### config.mk
export PLATFORM = sky130hd
export DESIGN_NAME = uart_int_ident
export DESIGN_NICKNAME = d
export VERILOG_FILES = /design/src/rtl/uii_pkg.sv /design/src/rtl/uii_enable_reg.sv /design/src/rtl/uii_pending.sv /design/src/rtl/uii_prio.sv /design/src/rtl/uart_int_ident.sv
export SDC_FILE = /design/constraint.sdc
export NUM_CORES = 1
export LEC_CHECK = 0
export BUFFER_PORTS_ARGS = -buffer_cell sky130_fd_sc_hd__buf_2
export CORE_UTILIZATION = 30
export CTS_CLUSTER_DIAMETER = 100
export DETAILED_ROUTE_END_ITERATION = 7
export HOLD_SLACK_MARGIN = 0.08
export PLACE_DENSITY_LB_ADDON = 0.25
export SKIP_CTS_REPAIR_TIMING = 1
export SYNTH_ARGS = -nofsm -noshare
export SYNTH_HDL_FRONTEND = slang
export SYNTH_SLANG_ARGS = --single-unit
### constraint.sdc
create_clock -name clk -period 1.4 [get_ports clk]
set_clock_uncertainty 0.1 [all_clocks]
set_input_delay 0.14 -clock clk [delete_from_list [all_inputs] [get_ports clk]]
set_output_delay 0.14 -clock clk [all_outputs]
set_load 0.01 [all_outputs]
### src/rtl/uii_pkg.sv
package uii_pkg;
    localparam int NUM_SRC = 4;
    localparam int IDX_RXD = 0;
    localparam int IDX_TXE = 1;
    localparam int IDX_LINE = 2;
    localparam int IDX_MDM = 3;

    typedef enum logic [2:0] {
        SRC_NONE,
        SRC_LINE,
        SRC_RXD,
        SRC_TXE,
        SRC_MDM
    } src_e;

    localparam logic [3:0] CODE_NONE = 4'd1;
    localparam logic [3:0] CODE_LINE = 4'd6;
    localparam logic [3:0] CODE_RXD = 4'd4;
    localparam logic [3:0] CODE_TXE = 4'd2;
    localparam logic [3:0] CODE_MDM = 4'd0;
endpackage

### src/rtl/uii_enable_reg.sv
module uii_enable_reg #(
    parameter int DATA_W = 8,
    parameter int EN_W = 4
) (
    input  logic              clk,
    input  logic              rst_n,
    input  logic              wr,
    input  logic [DATA_W-1:0] wdata,
    output logic [EN_W-1:0]   en_q
);
    logic unused_hi;
    assign unused_hi = ^wdata[DATA_W-1:EN_W];

    always_ff @(posedge clk) begin
        if (!rst_n) begin
            en_q <= '0;
        end else if (wr) begin
            en_q <= wdata[EN_W-1:0];
        end
    end

    // only the low bits are kept
    p_ier_low_r1: assert property (@(posedge clk) disable iff (!rst_n)
        wr |=> en_q == $past(wdata[EN_W-1:0]));
endmodule

### src/rtl/uii_pending.sv
module uii_pending #(
    parameter int N = 4
) (
    input  logic         clk,
    input  logic         rst_n,
    input  logic [N-1:0] set_i,
    input  logic [N-1:0] clr_i,
    output logic [N-1:0] pend_q
);
    for (genvar i = 0; i < N; i++) begin : g_src
        always_ff @(posedge clk) begin
            if (!rst_n) begin
                pend_q[i] <= 1'b0;
            end else if (set_i[i]) begin
                pend_q[i] <= 1'b1;
            end else if (clr_i[i]) begin
                pend_q[i] <= 1'b0;
            end
        end

        // a set strobe always leaves the source pending
        p_set_wins_r8: assert property (@(posedge clk) disable iff (!rst_n)
            set_i[i] |=> pend_q[i]);
        // a clear strobe alone drops the source
        p_clear_r11: assert property (@(posedge clk) disable iff (!rst_n)
            (clr_i[i] && !set_i[i]) |=> !pend_q[i]);
    end
endmodule

### src/rtl/uii_prio.sv
module uii_prio
    import uii_pkg::*;
(
    input  logic [NUM_SRC-1:0] pend,
    input  logic [NUM_SRC-1:0] en,
    output src_e               win
);
    logic [NUM_SRC-1:0] hit;
    assign hit = pend & en;

    always_comb begin
        if (hit[IDX_LINE]) begin
            win = SRC_LINE;
        end else if (hit[IDX_RXD]) begin
            win = SRC_RXD;
        end else if (hit[IDX_TXE]) begin
            win = SRC_TXE;
        end else if (hit[IDX_MDM]) begin
            win = SRC_MDM;
        end else begin
            win = SRC_NONE;
        end
    end
endmodule

### src/rtl/uart_int_ident.sv
module uart_int_ident
    import uii_pkg::*;
#(
    parameter int DATA_W = 8
) (
    input  logic              clk,
    input  logic              rst_n,
    input  logic              ier_wr,
    input  logic [DATA_W-1:0] ier_wdata,
    input  logic [3:0]        src_set,
    input  logic [3:0]        src_clr,
    input  logic              iir_rd,
    input  logic              out2,
    input  logic              fifo_en,
    output logic [DATA_W-1:0] iir_value,
    output logic              irq
);
    localparam int PAD_W = DATA_W - 6;

    logic [NUM_SRC-1:0] en_q;
    logic [NUM_SRC-1:0] pend_q;
    logic [NUM_SRC-1:0] clr_all;
    logic [3:0]         code;
    logic               txe_rd_clr;
    src_e               win;

    uii_enable_reg #(.DATA_W(DATA_W), .EN_W(NUM_SRC)) u_en (
        .clk   (clk),
        .rst_n (rst_n),
        .wr    (ier_wr),
        .wdata (ier_wdata),
        .en_q  (en_q)
    );

    uii_prio u_prio (
        .pend (pend_q),
        .en   (en_q),
        .win  (win)
    );

    always_comb begin
        unique case (win)
            SRC_LINE: code = CODE_LINE;
            SRC_RXD:  code = CODE_RXD;
            SRC_TXE:  code = CODE_TXE;
            SRC_MDM:  code = CODE_MDM;
            SRC_NONE: code = CODE_NONE;
            default:  code = CODE_NONE;
        endcase
    end

    assign txe_rd_clr = iir_rd && (code[3:1] == 3'd1);

    always_comb begin
        clr_all = src_clr;
        clr_all[IDX_TXE] = src_clr[IDX_TXE] | txe_rd_clr;
    end

    uii_pending #(.N(NUM_SRC)) u_pend (
        .clk    (clk),
        .rst_n  (rst_n),
        .set_i  (src_set),
        .clr_i  (clr_all),
        .pend_q (pend_q)
    );

    assign iir_value = {{2{fifo_en}}, {PAD_W{1'b0}}, code};
    assign irq = out2 && (win != SRC_NONE);

    // a read while transmit-empty is shown consumes it
    p_txe_rd_clr_r6: assert property (@(posedge clk) disable iff (!rst_n)
        (iir_rd && iir_value[3:0] == CODE_TXE && !src_set[IDX_TXE]) |=> !pend_q[IDX_TXE]);
    // a read under another code leaves pending bits alone
    p_rd_other_r7: assert property (@(posedge clk) disable iff (!rst_n)
        (iir_rd && iir_value[3:0] != CODE_TXE && src_set == '0 && src_clr == '0)
        |=> pend_q == $past(pend_q));
    // idle code never comes with a request
    p_idle_quiet_r4: assert property (@(posedge clk) disable iff (!rst_n)
        (iir_value[3:0] == CODE_NONE) |-> !irq);
    // request needs an enabled pending source
    p_irq_src_r5: assert property (@(posedge clk) disable iff (!rst_n)
        irq |-> (pend_q & en_q) != '0);
endmodule

==> run_results.csv <==
group,metric,value,unit
status,status,"finished clean",
final_layout,multi_input_area,204,µm²
die,fp.dieH,38.5,µm
worst_setup_path,cp_data_required_time,1.16,ns
worst_setup_path,cp_slowest_stage_delay,0.33,ns
global_route,grt_max_degree,9,
power,clockPowerShare,33.1,%
worst_setup_path,cp_cell_sequence,"a22o_4 > o21a_1 > buf_2",
worst_setup_path,critPathCapture,"irq",
global_route,grt.total_usage,11.6,%
sta,fmax,733,MHz
sta,hold_slack,0.0547,ns
synth,netlist_area,399,µm²
drt,totalWireLength,862,µm
clock_network,htree_levels,1,
die,rows,12,
die,die_area,0.00148,mm²
sta,drv_slew,0,
clock_network,clock_latency,0.25,ns
worst_setup_path,r2r-end,"u_pend.pend_q[1]$_SDFFE_PN0P_",
synth,synth_top_area_share,40.1,%
die,pin_count,31,
synth,yosysTopAreaCell,"dfxtp_1",
clock_network,cts_root_buf,"clkbuf_4",
power,comb_power_share,17.7,%
clock_network,clock_path_buffers,2,
worst_setup_path,critPathLaunch,"u_pend.pend_q[2]$_SDFFE_PN0P_",
drt,ant_nets,0,
drt,remaining_drc_errors,0,
global_route,grt_pass1_wl,1120,µm
worst_setup_path,critical_path_peak_fanout,4,
power,internal_power,398,µW
clock_network,cts_sinks,8,
clock_network,clkTransAtPathRegs,0.05,ns
drt,vias,351,
global_route,antenna_found_initial,0,
power,p_per_area,923,mW/mm²
synth,syn_avg_cell_area,10.5,µm²
power,p_leak,0.000271,µW
final_layout,regArea,163,µm²
worst_setup_path,critPathArrivalTime,1.12,ns
synth,synth_top_flop_cell,"dfxtp_1",
worst_setup_path,crit_type,"reg2out",
final_layout,area_growth_syn_to_layout,40.8,%
drt,vias_per_cell,4.56,
power,peakVddDrop,424,µV
drt,initialDrtViolationCount,2,
worst_setup_path,r2r_cells,3,
global_route,grt_overflow_total,0,
power,seqPwrFrac,49.3,%
final_layout,layout-drive-gt1-share,46.0,%
worst_setup_path,cp_num_cells,3,
final_layout,stdcell_area,562,µm²
synth,syn_inst,38,
synth,synth_common_cells,"8 x dfxtp_1, 8 x nor2b_1, 5 x buf_4",
worst_hold_path,hold_class,"in2reg",
run,cap_violations,0,
final_layout,diodes,0,
final_layout,layout.nets,87,
power,power_switching,121,µW
drt,routedWlPerCell,11.2,µm
synth,ys_ff_latch,8,
power,switching_share,23.3,%
die,die_w,38.5,µm
worst_setup_path,cp_slowest_cell,"dfxtp_2",
synth,synth_area_leaders,"dfxtp_1 40%, nor2b_1 13%, mux2i_1 10%",
worst_setup_path,r2r_start,"u_pend.pend_q[2]$_SDFFE_PN0P_",
synth,ys_seq_area_share,40.1,%
sta,fin_crit_sh,97.4,%
drt,first_pass_iters,2,
global_route,grt_pass1_vias,298,
worst_setup_path,cp_top_family,"compound AO/OA/AOI/OAI gates",
sta,finalHoldViolations,0,
placement,place.gp.congestion,0.661,
die,start_util,34.1,%
final_layout,fillers,122,
worst_setup_path,worst-path-buf-inv,1,
clock_network,cts_tree,"yes",
sta,layout_min_cycle_time,1.36,ns
clock_network,numCtsBuffers,3,
worst_setup_path,regToRegSetupSlack,0.28,ns
placement,post_dp_cell_area,482,µm²
synth,synth-edff-count,0,
die,coreArea,0.00117,mm²
sta,setup_viol,0,
synth,ys_types,14,
placement,port_buffers,20,
sta,grt_setup_unrepaired,"true",
worst_setup_path,startpoint_type,"flop",
worst_setup_path,end_kind,"output port",
synth,ys_warn_count,0,
synth,async_flop_share,0,%
per-stage QoR:
stage / instances / total power (µW) / TNS [ns] / util, % / setup slack (ns)
final: 77 / 519 / 0 / 48.0 / 0.0363
after global routing: 77 / 554 / -0.00993 / 48.0 / -0.00993
after CTS: 71 / 518 / -0.0140 / 43.1 / -0.0140
after detailed placement: 68 / 338 / 0 / 41.1 / 0.264
after global placement: 68 / 337 / 0 / 41.1 / 0.270
after floorplan: 40 / 313 / 0 / - / 0.360
flip-flops by register name, indices dropped and copies added (netlist names):
name and flops:
u_pend.pend_q 4, u_en.en_q 4
cell families after synthesis:
family,Yosys count,synth area share (%)
mux,4,10.0
simple gates,11,16.6
compound gates,8,21.6
flops,8,40.1
other cells,1,0.940
buf+inv,6,10.7
worst reg2reg max path: cells and delay by family, from the launching register on:
kind            cells  cell delay, ns
buf+inv             1            0.13
compound gates      2            0.46
flops               1            0.33
worst min-delay path by stage:
stage,from,end,slack (ns),cells past startpoint
6_report,ier_wdata[0],u_en.en_q[0]$_SDFFE_PN0P_,0.05,3
5_1_grt,ier_wdata[1],u_en.en_q[1]$_SDFFE_PN0P_,0.08,3
4_1_cts,src_set[0],u_pend.pend_q[0]$_SDFFE_PN0P_,-0.008,2
3_5_place_dp,fifo_en,iir_value[6],0.18,0
3_3_place_gp,fifo_en,iir_value[6],0.18,0
2_1_floorplan,rst_n,u_pend.pend_q[0]$_SDFFE_PN0P_,0.16,1
cells in the final DEF (no fill, tap or decap):
cell type	netlist	final
o221a_4	1	1
o21a_1	4	4
nand2_1	1	1
buf_2	0	20
clkbuf_4	0	3
a22o_1	1	1
a22o_4	1	1
nor2_1	1	1
dfxtp_2	0	2
nor2b_1	8	8
nand4b_1	1	1
a32o_1	1	1
mux2i_1	4	4
buf_4	5	2
dfxtp_1	8	6
conb_1	1	3
dlygate4sd3_1	0	4
layer usage:
| metal | wire, µm | global-route usage (%) |
|---|---|---|
| met1 | 353 | 12.7 |
| met2 | 433 | 19.1 |
| met3 | 75 | 8.72 |
| met4 | 0 | 0 |
| met5 | 0 | 0 |
layout make-up:
| cell class | instances | area share (%) |
|---|---|---|
| multi-input cells | 26 | 36.3 |
| clock buffers | 3 | 4.01 |
| repair buffers | 26 | 27.6 |
| well taps | 14 | 3.12 |
| flip-flops and latches | 8 | 29.0 |
power by group through the flow:
stage	combinational (µW)	clock [µW]	sequential [µW]
CTS	78.9	184	255
floorplan	57.1	0	256
detailed placement	78.6	0	260
global placement	77.4	0	259
global route	101	196	257
finish	91.7	171	255
Note: power is estimated with default switching activity, not from simulation.
